==> src/rtl/spc_trellis_pkg.sv <==
package spc_trellis_pkg;

    typedef enum logic [1:0] {
        ST_LOAD = 2'd0,
        ST_BACK = 2'd1,
        ST_EMIT = 2'd2
    } trellis_state_t;

endpackage

==> src/rtl/msg_sat.sv <==
module msg_sat #(
    parameter int IN_W  = 9,
    parameter int OUT_W = 6
) (
    input  logic signed [IN_W-1:0]  din,
    output logic signed [OUT_W-1:0] dout
);
    localparam int HI_I = (1 << (OUT_W - 1)) - 1;
    localparam int LO_I = -HI_I - 1;
    localparam logic signed [IN_W-1:0] HI = IN_W'(HI_I);
    localparam logic signed [IN_W-1:0] LO = IN_W'(LO_I);

    always_comb begin
        if (din > HI) begin
            dout = HI[OUT_W-1:0];
        end else if (din < LO) begin
            dout = LO[OUT_W-1:0];
        end else begin
            dout = din[OUT_W-1:0];
        end
    end
endmodule

==> src/rtl/qop_unit.sv <==
module qop_unit #(
    parameter int MSG_W   = 6,
    parameter int CONST_Q = 2
) (
    input  logic signed [MSG_W-1:0] a,
    input  logic signed [MSG_W-1:0] b,
    output logic signed [MSG_W-1:0] r
);
    localparam int EW    = MSG_W + 3;
    localparam int SLOPE = 2;
    localparam logic signed [EW-1:0] KC = EW'(CONST_Q);

    logic signed [EW-1:0] xa, yb, mx, dif, adif, sm, asm;
    logic signed [EW-1:0] c1, c2, t1, t2, t3, acc;

    always_comb begin
        xa   = EW'(a);
        yb   = EW'(b);
        mx   = (xa > yb) ? xa : yb;
        dif  = xa - yb;
        adif = (dif < 0) ? -dif : dif;
        sm   = xa + yb;
        asm  = (sm < 0) ? -sm : sm;
        c1   = KC - (adif >>> SLOPE);
        c2   = KC - (asm >>> SLOPE);
        t1   = (c1 < 0) ? '0 : c1;
        t2   = (c2 < 0) ? '0 : c2;
        t3   = (sm < 0) ? '0 : sm;
        acc  = mx + t1 - t2 - t3;
    end

    msg_sat #(.IN_W(EW), .OUT_W(MSG_W)) u_sat (
        .din  (acc),
        .dout (r)
    );
endmodule

==> src/rtl/spc_trellis_siso.sv <==
module spc_trellis_siso
    import spc_trellis_pkg::*;
#(
    parameter int MSG_W   = 6,
    parameter int CONST_Q = 2,
    parameter int DEG_MAX = 32
) (
    input  logic             clk,
    input  logic             rst_n,
    input  logic             in_valid,
    input  logic [MSG_W-1:0] in_msg,
    input  logic             in_last,
    output logic             in_ready,
    output logic             out_valid,
    output logic [MSG_W-1:0] out_msg,
    output logic             out_last
);
    localparam int IDX_W = (DEG_MAX > 1) ? $clog2(DEG_MAX) : 1;
    localparam logic [IDX_W-1:0] IDX_TOP = IDX_W'(DEG_MAX - 1);

    trellis_state_t state_q, state_d;
    logic [IDX_W-1:0] idx_q, lst_q, idx_m1, idx_p1;

    logic signed [MSG_W-1:0] rho_q [DEG_MAX];
    logic signed [MSG_W-1:0] fwd_q [DEG_MAX];
    logic signed [MSG_W-1:0] bwd_q [DEG_MAX];
    logic signed [MSG_W-1:0] fwd_new, bwd_new, cmb_val;

    logic take, row_close;

    assign idx_m1    = idx_q - 1'b1;
    assign idx_p1    = idx_q + 1'b1;
    assign take      = (state_q == ST_LOAD) && in_valid;
    assign row_close = in_last || (idx_q == IDX_TOP);

    qop_unit #(.MSG_W(MSG_W), .CONST_Q(CONST_Q)) u_fwd (
        .a (fwd_q[idx_m1]),
        .b ($signed(in_msg)),
        .r (fwd_new)
    );

    qop_unit #(.MSG_W(MSG_W), .CONST_Q(CONST_Q)) u_bwd (
        .a (rho_q[idx_q]),
        .b (bwd_q[idx_p1]),
        .r (bwd_new)
    );

    qop_unit #(.MSG_W(MSG_W), .CONST_Q(CONST_Q)) u_cmb (
        .a (fwd_q[idx_m1]),
        .b (bwd_q[idx_p1]),
        .r (cmb_val)
    );

    // state register
    always_ff @(posedge clk) begin
        if (!rst_n) begin
            state_q <= ST_LOAD;
        end else begin
            state_q <= state_d;
        end
    end

    // next state
    always_comb begin
        state_d = state_q;
        unique case (state_q)
            ST_LOAD: if (in_valid && row_close) state_d = ST_BACK;
            ST_BACK: if (idx_q == '0)           state_d = ST_EMIT;
            ST_EMIT: if (idx_q == lst_q)        state_d = ST_LOAD;
            default:                            state_d = ST_LOAD;
        endcase
    end

    // edge pointer and row length
    always_ff @(posedge clk) begin
        if (!rst_n) begin
            idx_q <= '0;
            lst_q <= '0;
        end else begin
            unique case (state_q)
                ST_LOAD: begin
                    if (in_valid) begin
                        if (row_close) begin
                            lst_q <= idx_q;
                        end else begin
                            idx_q <= idx_p1;
                        end
                    end
                end
                ST_BACK: begin
                    if (idx_q != '0) idx_q <= idx_m1;
                end
                ST_EMIT: begin
                    idx_q <= (idx_q == lst_q) ? '0 : idx_p1;
                end
                default: idx_q <= '0;
            endcase
        end
    end

    // row buffers
    always_ff @(posedge clk) begin
        if (take) begin
            rho_q[idx_q] <= $signed(in_msg);
            fwd_q[idx_q] <= (idx_q == '0) ? $signed(in_msg) : fwd_new;
        end
        if (state_q == ST_BACK) begin
            bwd_q[idx_q] <= (idx_q == lst_q) ? rho_q[idx_q] : bwd_new;
        end
    end

    // outputs
    always_comb begin
        in_ready  = (state_q == ST_LOAD);
        out_valid = (state_q == ST_EMIT);
        out_last  = out_valid && (idx_q == lst_q);
        out_msg   = '0;
        if (out_valid && (lst_q != '0)) begin
            if (idx_q == '0) begin
                out_msg = bwd_q[1];
            end else if (idx_q == lst_q) begin
                out_msg = fwd_q[idx_m1];
            end else begin
                out_msg = cmb_val;
            end
        end
    end

    AST_CLOSE_DROPS_READY: assert property (@(posedge clk) disable iff (!rst_n)
        (in_valid && in_ready && in_last) |=> !in_ready);

    AST_BURST_CONTIGUOUS: assert property (@(posedge clk) disable iff (!rst_n)
        (out_valid && !out_last) |=> out_valid);

    AST_BURST_THEN_READY: assert property (@(posedge clk) disable iff (!rst_n)
        (out_valid && out_last) |=> (!out_valid && in_ready));

    AST_EMIT_AFTER_BACK: assert property (@(posedge clk) disable iff (!rst_n)
        $rose(out_valid) |-> $past(!in_ready));

endmodule

==> config.mk <==
export PLATFORM = sky130hd
export DESIGN_NAME = spc_trellis_siso
export DESIGN_NICKNAME = d
export VERILOG_FILES = /design/src/rtl/spc_trellis_pkg.sv /design/src/rtl/msg_sat.sv /design/src/rtl/qop_unit.sv /design/src/rtl/spc_trellis_siso.sv
export SDC_FILE = /design/constraint.sdc
export NUM_CORES = 1
export LEC_CHECK = 0
export ABC_AREA = 1
export BUFFER_PORTS_ARGS = -buffer_cell sky130_fd_sc_hd__clkbuf_2
export CELL_PAD_IN_SITES_DETAIL_PLACEMENT = 0
export CELL_PAD_IN_SITES_GLOBAL_PLACEMENT = 1
export CORE_UTILIZATION = 32
export DETAILED_ROUTE_END_ITERATION = 8
export PLACE_DENSITY = 0.64
export RECOVER_POWER = 100
export SYNTH_ARGS = -nofsm -noshare
export SYNTH_HDL_FRONTEND = slang
export SYNTH_SLANG_ARGS = --single-unit
==> constraint.sdc <==
create_clock -name clk -period 9.11 [get_ports clk]
set_input_delay 0.4555 -clock clk [delete_from_list [all_inputs] [get_ports clk]]
set_output_delay 0.4555 -clock clk [all_outputs]
set_load 0.02 [all_outputs]
-- After elaboration in Yosys (flattened, before gate mapping)
Memories as Yosys holds them, arrays and structs flattened. A register that Yosys moved wholly into a read port is not among the register bits.
Index checks and enable logic that the tools add are counted.
- bits in registers: 12
- memory bits (writable): 576
- bits of input ports: 10
- output and inout port bits: 9
- logic and storage cells: 122
- memories kept: 3
- memory list (name ; words ; bits a word ; rd ports ; clocked after Yosys merged registers in ; write ports ; line ; source):
    bwd_q ; 32 ; 6 ; 2 ; 0 ; 1 ; spc_trellis_siso.sv:26 ; logic signed [MSG_W-1:0] bwd_q [DEG_MAX];
    fwd_q ; 32 ; 6 ; 1 ; 0 ; 1 ; spc_trellis_siso.sv:25 ; logic signed [MSG_W-1:0] fwd_q [DEG_MAX];
    rho_q ; 32 ; 6 ; 1 ; 1 ; 1 ; spc_trellis_siso.sv:24 ; logic signed [MSG_W-1:0] rho_q [DEG_MAX];
- add/subtract/negate cells: 29
- $lt $le $gt $ge: 21
- equality and inequality tests: 10
- mux-type cells: 44
- reduce and logical (&&, ||, !) cells: 12
- operator list (operator ; count):
    $mux 9 ; 18
    $mux 6 ; 11
    $neg 7->9 ; 6
    $sub 9x9->9 ; 6
    $lt 8x1->1 const B ; 6
    $sub 3x7->8 const A ; 6
    $lt 7x1->1 const B ; 6
    $mux 5 ; 6
    $add 9x9->9 ; 3
    $gt 9x6->1 const B ; 3
    $lt 9x6->1 const B ; 3
    $add 6x6->7 ; 3
    $sub 6x6->7 ; 3
    $gt 6x6->1 ; 3
    $pmux 5 s3 ; 1
    $reduce_bool 5->1 ; 2
    $reduce_and 3->1 ; 3
    $ne 2x2->1 const B ; 4
    $mux 2 ; 3
    $pmux 2 s3 ; 1
    $add 5x1->5 const B ; 1
    $eq 5x5->1 ; 1
    $eq 5x5->1 const B ; 1
    $logic_not 5->1 ; 1
    other kinds (8) ; 15

-- Depth between registers and ports, before layout
Gate-level depths: netlist of the first run.
An unclocked memory read counts as a cell.
- word-level depth: 17
- mapped depth: 47
- depth with buffers taken out: 43

-- By module
A second synthesis of the first run with hierarchy kept.
- cells, all modules: 3015
- area total of the unflattened synthesis: 30584.3 um2
- by module, submodules not included (module ; times used ; cells each ; area an instance (um2) ; seq. area each (um2)):
    spc_trellis_siso ; 1 ; 2161 ; 25100.3 ; 17636.9
    qop_unit at u_fwd ; 1 ; 267 ; 1773.0 ; 0.0
    qop_unit at u_cmb ; 1 ; 271 ; 1752.9 ; 0.0
    qop_unit at u_bwd ; 1 ; 262 ; 1736.7 ; 0.0
    msg_sat ; 3 ; 18 ; 73.8 ; 0.0

-- Least setup slack after synthesis of the first run
Ideal clock, no wire load.
- path type: flip-flop to flip-flop
- start point: reg idx_q[0]
- end point: mem fwd_q[0][5] (data pin)
- setup time: 0.454 ns
- arrival time: 7.032 ns
- required time: 8.656 ns
- slack: 1.624 ns
- stages on the path, launching flop included: 41
- path buffers: 6
- period minus slack after synthesis: 7.486 ns
- path through: dfxtp_1 -> buf_6 -> inv_4 -> buf_6 -> buf_2 -> ha_1 -> buf_4 -> buf_4 -> buf_2 -> nand3_1 -> nand3_1 -> nand3_1 -> nand3_1 -> nand2_1 -> ha_1 -> inv_1 -> fa_1 -> inv_1 -> (+5 left out) -> nand2_1 -> nand2_2 -> o21ai_0 -> nand2_1 -> nand2_1 -> nor2_1 -> fa_1 -> fa_1 -> inv_1 -> ha_1 -> fa_1 -> nand3_1 -> nand3_1 -> nand4_1 -> nand2_1 -> nand2_1 -> nand2_1 -> o21ai_0
- cells in the longest elaborated chain, start to end: 15
- elaborated cells on any way between the ends: 28
- those cells by class: 10 x add/sub; 7 x order compare; 9 x mux; 1 x reduce/logical; 1 x memory
- ends and longest elaborated chain (item ; line ; source):
    start, declared ; spc_trellis_siso.sv:22 ; logic [IDX_W-1:0] idx_q, lst_q, idx_m1, idx_p1;
    start signal, assigned ; spc_trellis_siso.sv:86 ; idx_q <= idx_p1;
    start signal, assigned ; spc_trellis_siso.sv:91 ; if (idx_q != '0) idx_q <= idx_m1;
    start signal, assigned ; spc_trellis_siso.sv:94 ; idx_q <= (idx_q == lst_q) ? '0 : idx_p1;
    $sub 5x1->5 ; spc_trellis_siso.sv:31 ; assign idx_m1 = idx_q - 1'b1;
    $mem_v2 32x6 ; -- ;
    $sub 6x6->7 ; qop_unit.sv:20 ; dif = xa - yb;
    $neg 7->9 / $lt 7x1->1 (equally long branches) ; qop_unit.sv:21 ; adif = (dif < 0) ? -dif : dif;
    $mux 9 ; qop_unit.sv:21 ;
    $sub 3x7->8 ; qop_unit.sv:24 ; c1 = KC - (adif >>> SLOPE);
    $lt 8x1->1 ; qop_unit.sv:26 ; t1 = (c1 < 0) ? '0 : c1;
    $mux 9 ; qop_unit.sv:26 ;
    $add 9x9->9 ; qop_unit.sv:29 ; acc = mx + t1 - t2 - t3;
    $sub 9x9->9 (2 in series) ; qop_unit.sv:29 ;
    $lt 9x6->1 ; msg_sat.sv:16 ; end else if (din < LO) begin
    $mux 6 ; msg_sat.sv:16 ;
    $mux 6 ; msg_sat.sv:14 ; if (din > HI) begin
    $mux 6 (*) ; spc_trellis_siso.sv:105 ; fwd_q[idx_q] <= (idx_q == '0) ? $signed(in_msg) : fwd_new;
    end, declared ; spc_trellis_siso.sv:25 ;
Every way passes the cells marked *; elsewhere a longest branch is shown, timed or not.

==> summary.md, run 1 <==
| Metric | Value |
|---|---|
| Outcome | `finished with violations` |
| Violated checks | `max-capacitance violations, max-slew violations` |
| Bufs and invs on worst path | `5` |
| Post-synth ARST share | `0` |
| GPL Wtd Cong | `0.864` |
| Port Buf Inserts | `18` |
| Count leader, synth | `nand2_1` |
| Post-Syn Area | `0.0295 sq mm` |
| Register area share after synthesis | `0.598` |
| CTS Hold Bufs | `0` |
| Unique masters post-synth | `51` |
| Number of nets in the layout | `3022` |
| Critical path data arrival time | `8690 ps` |
| Storage cell area | `0.0176 sq mm` |
| Io pins | `19` |
| Total CTS buffers | `60` |
| Critical path class | `reg -> reg` |
| Tmin final | `8410 ps` |
| Max layer used | `met5` |
| Period utilization | `0.923` |
| Met2 wire len | `37200 microns` |
| Register bit count reported by yosys | `593` |
| Setup TNS | `0 ps` |
| Critical Path RT | `9390 ps` |
| Antenna violations before repair | `3` |
| Die span in y | `306 microns` |
| Core Rows | `110` |
| Crit path max fanout | `49` |
| Die X-Extent | `306 microns` |
| Fmax | `119 MHz` |
| Total grt overflow | `0` |
| Clk sinks | `593` |
| DRT Pass-1 Iters | `5` |
| Final Skew | `37.0 ps` |
| Most used cell, CP | `nand2_1` |
| Final ANT Viol Nets | `0` |
| Post-synth top cells | `nand2_1, edfxtp_1, nor2_1` |
| Die Area | `0.0934 sq mm` |
| GRT Total Usage | `0.168` |
| DR vias | `20534` |
| Relative slew slack | `-0.257` |
| Total wire length | `79700 microns` |
| CP delay by family, top | `adder cells` |
| Initial core utilization | `0.325` |
| Final Hold Vio Count | `0` |
| Slowest CP cell | `clkbuf_2` |
| # DRC | `0` |
| Met3 wire length | `3280 microns` |
| First-pass GRT wire length | `122000 microns` |
| Ranking of synthesized cells by area | `edfxtp_1, nand2_1, nand3_1, nor2_1, ha_1` |
| Dominant cell type by area after synthesis | `edfxtp_1` |
| Hpwl dp | `51900 microns` |
| DRT met1 WL | `37400 microns` |
| Synth Warn # | `0` |
| Worst skew pair latency | `650 ps` |
| DRT iter0 DRCs | `1579` |
| Hold Path Class | `in -> reg` |
| CTS root buffer | `clkbuf_16` |
| Number of global-route vias before repair | `20361` |
| Slew @ Worst Pin | `1890 ps` |
| Critical path launch point type | `flop` |
| Prevailing post-synth register cell | `edfxtp_1` |
| Wire per inst | `19.4 microns` |
| Syn Area/Cell | `10.3 sq um` |
| CP max stage delay | `870 ps` |
| Core area | `0.0907 sq mm` |
| Multi-input logic area | `0.0103 sq mm` |
| Vias/cell | `5.00` |
| CTS clk-pin slew, worst paths | `60 ps` |
| Post-synth top area share | `0.586` |
| CTS HTree Levels | `2` |
| Layout area overhead | `11.4%` |
| Layout filler cell count | `8954` |
| Cell count after synthesis | `2856` |
| Layout cells sized above 1 | `0.0685` |
| RSZ-0062 raised after global routing | `false` |
| CP Capture Type | `flop` |
| Post-synth EDFFs | `576` |
| Final setup violation count | `0` |
| Largest net degree at the start of global routing | `200` |
| Worst-case clock buffer depth | `3` |
| TritonCTS clock tree | `yes` |
| Slew Limit Fails | `232` |
| Maxcap violations | `7` |
routing by layer:
metal,GRT usage,up-vias
li1,-,9897
met4,0.0396,2
met2,0.277,431
met3,0.0200,100
met1,0.234,10104
met5,0,-
worst reg2reg max path, delay by kind of cell, from the launching register on:
| kind | cells | cell delay, ps |
|---|---|---|
| buffers and inverters | 5 | 1760 |
| and+or+nand+nor | 17 | 2160 |
| AOI/OAI and AO/OA | 4 | 1110 |
| DFF | 1 | 350 |
| adders and majority gates | 6 | 2420 |
| xor gates and xnor gates | 1 | 230 |
cell type report:
| class | count | area share |
|---|---|---|
| clock inverters | 38 | 0.0121 |
| clock buffers | 72 | 0.0477 |
| multi-input cells | 1909 | 0.314 |
| repair buffers | 89 | 0.0180 |
| flip-flops and latches | 593 | 0.537 |
| well taps | 1176 | 0.0448 |
| inverters | 232 | 0.0270 |
| diodes | 1 | 0.0000761 |
repair_timing:
action	in CTS	in global routing
setup endpoints to repair	0	6
setup buffers	0	3
gates resized for setup	0	20
cell usage in the layout, fill, tap and decap left out, drive strengths merged, types with 2 or more instances in the layout:
master | synthesis | layout
nand2 | 593 | 593
edfxtp | 576 | 576
nor2 | 374 | 374
nand3 | 306 | 306
inv | 227 | 229
o21ai | 212 | 212
clkbuf | 32 | 136
a21oi | 92 | 92
ha | 82 | 82
o211ai | 46 | 46
fa | 45 | 45
xor2 | 33 | 33
clkinv | 5 | 32
buf | 100 | 25
o221ai | 23 | 23
nor3 | 21 | 21
nand4 | 21 | 21
dfxtp | 17 | 17
o31ai | 15 | 15
conb | 2 | 12
xnor2 | 9 | 9
bufinv | 0 | 6
o22ai | 6 | 6
o21a | 4 | 4
o21bai | 4 | 4
nand3b | 3 | 3
clkinvlp | 0 | 3
a21boi | 2 | 2
a211oi | 2 | 2
metrics by stage:
step | hold WS, ps | std cells | worst slack [ps] | instance area, sq um | util
after floorplan | 464 | 2866 | 1620 | 29500 | -
after global routing | 122 | 4109 | 8.58 | 32900 | 0.362
after detailed placement | 491 | 3992 | 769 | 30900 | 0.341
final | 124 | 4110 | 700 | 32900 | 0.362
after global placement | 485 | 3992 | 933 | 30900 | 0.341
after CTS | 79.2 | 4102 | 85.2 | 32900 | 0.363
path summary, 6_finish.rpt:
kind / startpoint / endpoint / slack, ps / cells past startpoint
min: rst_n / lst_q[1] / 120 / 3
min reg2reg: lst_q[3] / lst_q[3] / 500 / 2
max: flop / bwd_q[5][2] / 700 / 33
max reg2reg: flop / bwd_q[5][2] / 700 / 33
cells by family (layout without fill, tap and decap cells):
| family | count (synthesis) | in the layout | share of synthesized area |
|---|---|---|---|
| XOR/XNOR | 42 | 42 | 0.0127 |
| other | 2 | 13 | 0.000255 |
| adder cells (fa/ha/maj) | 127 | 127 | 0.0653 |
| flip-flops | 593 | 593 | 0.598 |
| buffers and inverters | 364 | 431 | 0.0556 |
| AO/OA/AOI/OAI | 407 | 407 | 0.0810 |
| AND/OR/NAND/NOR | 1321 | 1321 | 0.187 |
state kept, by name (all words and copies together), names as in the netlist, named ones only:
| signal | count |
|---|---|
| bwd_q | 192 |
| fwd_q | 192 |
| rho_q | 192 |
| idx_q | 5 |
| lst_q | 5 |
| state_q | 2 |
Power of run 1 is left out: the tool's default activity adds up to more than one toggle a clock period on the data nets, which glitch-free logic cannot reach.
==> run 2, diff against run 1 <==
- ABC_AREA: 1 -> default
- GPL_TIMING_DRIVEN: default -> 0
- PLACE_DENSITY: 0.64 -> 0.61
==> run 2 against run 1 <==
Effect of this change:
- the flow still finishes with violations (max-capacitance violations, max-slew violations)
- utilization grew 2.3 points
- routed wire length shrank 3.8%
- global-route usage grew 0.19 points
- critical path depth is the same
- design area grew 2.3%
- cell count shrank 25%
- first-iteration DRC count shrank 9.1%
- via count shrank 22%
==> summary.md, run 2 <==
| Metric | Value |
|---|---|
| Hpwl dp | `51200 microns (-1.4%)` |
| RSZ-0062 raised after global routing | `true` |
| Layout area overhead | `19.0%` |
| Final ANT Viol Nets | `0 (unchanged)` |
| Post-synth top cells | `edfxtp_1, mux4_2, nor2_1` |
| Antenna violations before repair | `1 (-2)` |
| Crit path max fanout | `9 (-82%)` |
| Hold Path Class | `in -> reg` |
| Critical path class | `reg -> out` |
| Critical Path RT | `8650 ps (-740 ps)` |
| Compound-Gate Fraction of Synth Area | `0.0492 (-0.0318)` |
| Largest family of logic cells by synthesized area | `multiplexers` |
| Worst reg2reg path depth | `32 (-3.0%)` |
| Commonest non-fill, non-tap cell in the layout | `edfxtp_1` |
| DR vias | `16029 (-22%)` |
| CP max stage delay | `600 ps (-270 ps)` |
| Critical path launch point type | `flop` |
| Post-synth EDFFs | `576 (unchanged)` |
| Ranking of synthesized cells by area | `edfxtp_1, mux4_2, ha_1, fa_1, mux2i_1` |
| Layout filler cell count | `8022 (-10%)` |
| Register bit count reported by yosys | `593 (unchanged)` |
| Die Area | `0.0895 sq mm (-4.2%)` |
| Synth Warn # | `0 (unchanged)` |
| CTS clk-pin slew, worst paths | `70 ps (about the same)` |
| Critical Path Source | `idx_q[0]` |
| Post-synth top area share | `0.612 (+0.0257)` |
| WHS | `162 ps (+38.1 ps)` |
| DRT Pass-1 Iters | `6 (+1)` |
| Outcome | `finished with violations` |
| Period utilization | `0.973 (+0.0494)` |
| # DRC | `0 (unchanged)` |
| Post-synth ARST share | `0 (unchanged)` |
| Cell count after synthesis | `1725 (-40%)` |
| Post-Synth XOR/XNOR Area | `0.0174 (+0.00463)` |
| Die X-Extent | `299 microns (-2.1%)` |
| Most frequent cells in the layout | `edfxtp_1, mux4_2, nor2_1, nand2_1, inv_1` |
| Die span in y | `299 microns (-2.1%)` |
| Final setup violation count | `0 (unchanged)` |
| Unique masters post-synth | `75 (+47%)` |
| First-pass GRT wire length | `112000 microns (-7.7%)` |
| Slowest CP cell | `or4_4` |
| Violated checks | `max-capacitance violations, max-slew violations` |
| Cells after DPL | `2930 (-27%)` |
| Post-synthesis mux area share | `0.156 (+0.156)` |
| Io pins | `19 (unchanged)` |
| Register area share after synthesis | `0.624 (+0.0262)` |
| CTS root buffer | `clkbuf_16` |
| CP Capture Type | `output port` |
| Dominant cell type by area after synthesis | `edfxtp_1` |
| Core area | `0.0872 sq mm (-3.9%)` |
| Critical hold path startpoint | `rst_n` |
| Final Hold Vio Count | `0 (unchanged)` |
| DRT iter0 DRCs | `1436 (-9.1%)` |
| Reg-to-reg endpoint | `fwd_q[22][1]` |
| Slew Limit Fails | `228 (-1.7%)` |
| Setup TNS | `0 ps (unchanged)` |
| Initial core utilization | `0.324 (-0.000997)` |
| Ant. Diodes | `0 (-1)` |
| Worst skew pair latency | `580 ps (-70 ps)` |
| Total grt overflow | `0 (unchanged)` |
| Tmin final | `8860 ps (+450 ps)` |
| Layout cells sized above 1 | `0.272 (+0.204)` |
| Vias/cell | `5.18 (+3.8%)` |
| GRT Total Usage | `0.169 (+0.00186)` |
| GPL Wtd Cong | `0.814 (-5.8%)` |
| Clk sinks | `593 (unchanged)` |
| Reg2reg setup slack | `460 ps (-240 ps)` |
| Place WS | `-2510 ps (-3280 ps)` |
| Storage cell area | `0.0176 sq mm (about the same)` |
| Multi-input logic area | `0.0108 sq mm (+5.1%)` |
| Number of global-route vias before repair | `16480 (-19%)` |
| Relative slew slack | `-0.359 (-0.102)` |
| Largest net degree at the start of global routing | `38 (-81%)` |
| Fmax | `113 MHz (-5.1%)` |
| Critical path data arrival time | `8400 ps (-290 ps)` |
| Maxcap violations | `6 (-1)` |
| Core Rows | `108 (-1.8%)` |
| Final Skew | `12.8 ps (-24.2 ps)` |
| Synth Area in Adders | `0.0682 (+0.00286)` |
| Worst setup margin | `250 ps (-450 ps)` |
| Worst r2r src | `idx_q[0]` |
| CTS Hold Bufs | `0 (unchanged)` |
| Setup crit end | `out_msg[0]` |
| Prevailing post-synth register cell | `edfxtp_1` |
| Total wire length | `76700 microns (-3.8%)` |
| Number of nets in the layout | `2028 (-33%)` |
| Synth Area in Simple Gates | `0.0613 (-0.126)` |
| TritonCTS clock tree | `yes` |
| Worst-case clock buffer depth | `3 (unchanged)` |
| Final Non-Filler Cells | `3092 (-25%)` |
| Wire per inst | `24.8 microns (+28%)` |
| Slew @ Worst Pin | `2040 ps (+153 ps)` |
| CTS HTree Levels | `2 (unchanged)` |
| Largest regs | `bwd_q x192, fwd_q x192, rho_q x192` |
| Post-Syn Area | `0.0283 sq mm (-4.2%)` |
| Total CTS buffers | `55 (-8.3%)` |
| Port Buf Inserts | `18 (unchanged)` |
| Syn Area/Cell | `16.4 sq um (+59%)` |
| Count leader, synth | `edfxtp_1` |
-- run 2: logic make-up (layout without fill, tap and decap cells) --
logic type                 after synthesis  count (layout)
AOI/OAI and AO/OA                      203             210
xor gates and xnor gates                56              56
adders and majority gates              127             127
buffers and inverters                  159             354
DFF                                    593             593
muxes                                  224             224
other                                    2              12
and+or+nand+nor                        361             361
-- run 2: final cells by class --
cell class / count / share of cell area
buffer: 61 / 0.0169
timing repair buffer: 95 / 0.0256
clock buffer: 66 / 0.0434
clock inverter: 37 / 0.0130
multi-input combinational: 990 / 0.322
inverter: 95 / 0.0112
tap: 1155 / 0.0430
sequential: 593 / 0.525
-- run 2: metrics by stage --
| step | utilization | area (sq um) |
|---|---|---|
| after detailed placement | 0.347 | 30200 |
| after global routing | 0.386 | 33600 |
| after global placement | 0.342 | 29800 |
| after CTS | 0.380 | 33100 |
| after floorplan | - | 28300 |
| final | 0.386 | 33600 |
-- run 2: worst min path at each step --
stage / to / slack (ps) / depth (start not counted)
finish: lst_q[4] / 160 / 2
global route: state_q[1] / 180 / 2
CTS: state_q[1] / 150 / 2
detailed placement: lst_q[2] / 540 / 2
global placement: lst_q[1] / 540 / 2
floorplan: lst_q[4] / 510 / 2
-- run 2: layer usage --
metal | track usage | wire [microns] | share of wire
met5 | 0 | 10 | 0.00013
met4 | 0.0381 | 1640 | 0.021
met3 | 0.0238 | 4630 | 0.060
met2 | 0.285 | 37200 | 0.49
met1 | 0.233 | 33200 | 0.43
-- run 2: repair_timing --
item                                    4_1_cts  5_1_grt
buffers inserted                             41       13
gates cloned                                  2        5
gates resized for setup                     157       83
endpoints found under the setup margin      390      326
pin swaps                                    18       33
-- run 2: critical path: cells and delay by family (launching register included) --
family	cells	cell delay (ps)
adder cells (fa/ha/maj)	6	2110
AO/OA/AOI/OAI	4	690
buffers and inverters	10	1170
AND/OR/NAND/NOR	9	2130
flip-flops	1	340
multiplexers	4	1340
Power of run 2 is left out for the same reason.
==> run 3, diff against run 2 <==
- RECOVER_POWER: 100 -> default
==> run 3 against run 2 <==
Effect of this change:
- the flow now finishes without violations
- worst setup slack better by 6.4 ps
- cell count is the same
- clock-buffer cell count did not move
- sequential share of layout area is essentially flat
- design area about the same
- routed wire length up 0.11%
- maximum frequency is essentially flat
- clock skew decreased by 0.58 ps
- register-to-register slack worse by 20 ps
==> summary.md, run 3 (synthesized netlist as in run 2, its figures left out) <==
| Metric | Value |
|---|---|
| Outcome | `completed` |
| CP max stage delay | `600 ps (about the same)` |
| Slew @ Worst Pin | `1370 ps (-666 ps)` |
| Setup TNS | `0 ps (unchanged)` |
| Commonest non-fill, non-tap cell in the layout | `edfxtp_1` |
| CTS HTree Levels | `2 (unchanged)` |
| Die span in y | `299 microns (unchanged)` |
| Number of nets in the layout | `2028 (unchanged)` |
| Total wire length | `76800 microns (+0.11%)` |
| Total CTS buffers | `55 (unchanged)` |
| CTS root buffer | `clkbuf_16` |
| Wire per inst | `24.8 microns (+0.11%)` |
| Final setup violation count | `0 (unchanged)` |
| Hold Path Class | `in -> reg` |
| Worst reg2reg path depth | `32 (unchanged)` |
| Largest regs | `bwd_q x192, fwd_q x192, rho_q x192` |
| Most frequent cells in the layout | `edfxtp_1, mux4_2, nor2_1, nand2_1, inv_1` |
| Hpwl dp | `51200 microns (unchanged)` |
| First-pass GRT wire length | `112000 microns (unchanged)` |
| Worst r2r src | `idx_q[0]` |
| Reg2reg setup slack | `440 ps (-20 ps)` |
| DRT iter0 DRCs | `1378 (-4.0%)` |
| Core area | `0.0872 sq mm (unchanged)` |
| Die X-Extent | `299 microns (unchanged)` |
| GPL Wtd Cong | `0.814 (unchanged)` |
| Reg-to-reg endpoint | `fwd_q[16][4]` |
| Worst skew pair latency | `580 ps (about the same)` |
| Critical path class | `reg -> out` |
| Clk sinks | `593 (unchanged)` |
| Layout area overhead | `19.1% (about the same)` |
| GRT Total Usage | `0.169 (unchanged)` |
| Core Util, Final | `0.386 (about the same)` |
| Worst-case clock buffer depth | `3 (unchanged)` |
| Final Skew | `12.2 ps (-0.576 ps)` |
| Number of global-route vias before repair | `16480 (unchanged)` |
| Ant. Diodes | `0 (unchanged)` |
| Critical path data arrival time | `8400 ps (about the same)` |
| Maxcap violations | `0 (-6)` |
| Critical hold path startpoint | `rst_n` |
| DRT Pass-1 Iters | `5 (-1)` |
| Min-Delay Path Depth | `2 (unchanged)` |
| Relative slew slack | `0.0815 (+0.441)` |
| Core Rows | `108 (unchanged)` |
| Crit path max fanout | `9 (unchanged)` |
| Layout cells sized above 1 | `0.277 (+0.00516)` |
| Fmax | `113 MHz (about the same)` |
| Final ANT Viol Nets | `0 (unchanged)` |
| Hold Path Sink | `state_q[1]` |
| CTS clk-pin slew, worst paths | `70 ps (about the same)` |
| DR vias | `16136 (+0.67%)` |
| Initial core utilization | `0.324 (unchanged)` |
| # DRC | `0 (unchanged)` |
| Slew Limit Fails | `0 (-100%)` |
| Vias/cell | `5.22 (+0.67%)` |
| Total grt overflow | `0 (unchanged)` |
| Critical path launch point type | `flop` |
| Die Area | `0.0895 sq mm (unchanged)` |
| Period utilization | `0.972 (about the same)` |
| Final Hold Vio Count | `0 (unchanged)` |
| Largest net degree at the start of global routing | `38 (unchanged)` |
| Port Buf Inserts | `18 (unchanged)` |
| Layout filler cell count | `8015 (-0.087%)` |
| CP Capture Type | `output port` |
| RSZ-0062 raised after global routing | `true` |
| Tmin final | `8850 ps (-6.39 ps)` |
| Critical Path RT | `8650 ps (about the same)` |
| TritonCTS clock tree | `yes` |
| Antenna violations before repair | `1 (unchanged)` |
| Slowest CP cell | `or4_4` |
| Io pins | `19 (unchanged)` |
[run 3: layer usage]
metal	global-route usage	wire length, microns
met5	0	10
met4	0.0381	1590
met3	0.0238	4560
met2	0.285	37300
met1	0.233	33300
[run 3: repair_timing]
item,CTS,global route
resized for setup,157,83
gates cloned,2,5
setup buffers,41,13
endpoints found under the setup margin,390,326
pin swaps,18,33
hold buffers,0,0
[run 3: per-stage QoR]
step	cells	hold WS [ps]	setup WS, ps	instance area, sq um
global route	3092	179	-68.7	33700
CTS	3075	153	8.63	33100
finish	3092	160	256	33700
global placement	2908	538	-3550	29800
detailed placement	2930	543	-2510	30200
floorplan	1735	515	174	28300
[run 3: layout make-up]
class / instances / area, sq um / share of cell area
sequential: 593 / 17600 / 0.524
multi-input combinational: 990 / 10800 / 0.322
clock buffer: 66 / 1460 / 0.0434
tap: 1155 / 1450 / 0.0429
timing repair buffer: 95 / 881 / 0.0262
buffer: 61 / 568 / 0.0169
clock inverter: 37 / 437 / 0.0130
inverter: 95 / 377 / 0.0112
[run 3: worst max-delay path: cells and delay by family (launching register included)]
family	cells	cell delay, ps
mux	3	850
fa+ha+maj	6	2310
compound gates	6	1470
buf+inv	9	1090
flops	1	340
simple gates	8	1690
[run 3: worst max-delay path by stage]
stage | from | endpoint | slack [ps] | depth (start not counted)
after floorplan | idx_q[0] | bwd_q[0][4] | 170 | 34
after global placement | idx_q[0] | fwd_q[8][5] | -3550 | 33
after detailed placement | idx_q[0] | fwd_q[14][3] | -2510 | 32
after CTS | idx_q[0] | out_msg[1] | 9 | 39
after global routing | idx_q[1] | out_msg[1] | -70 | 30
final | idx_q[0] | out_msg[0] | 260 | 32
Power of run 3 is left out for the same reason.
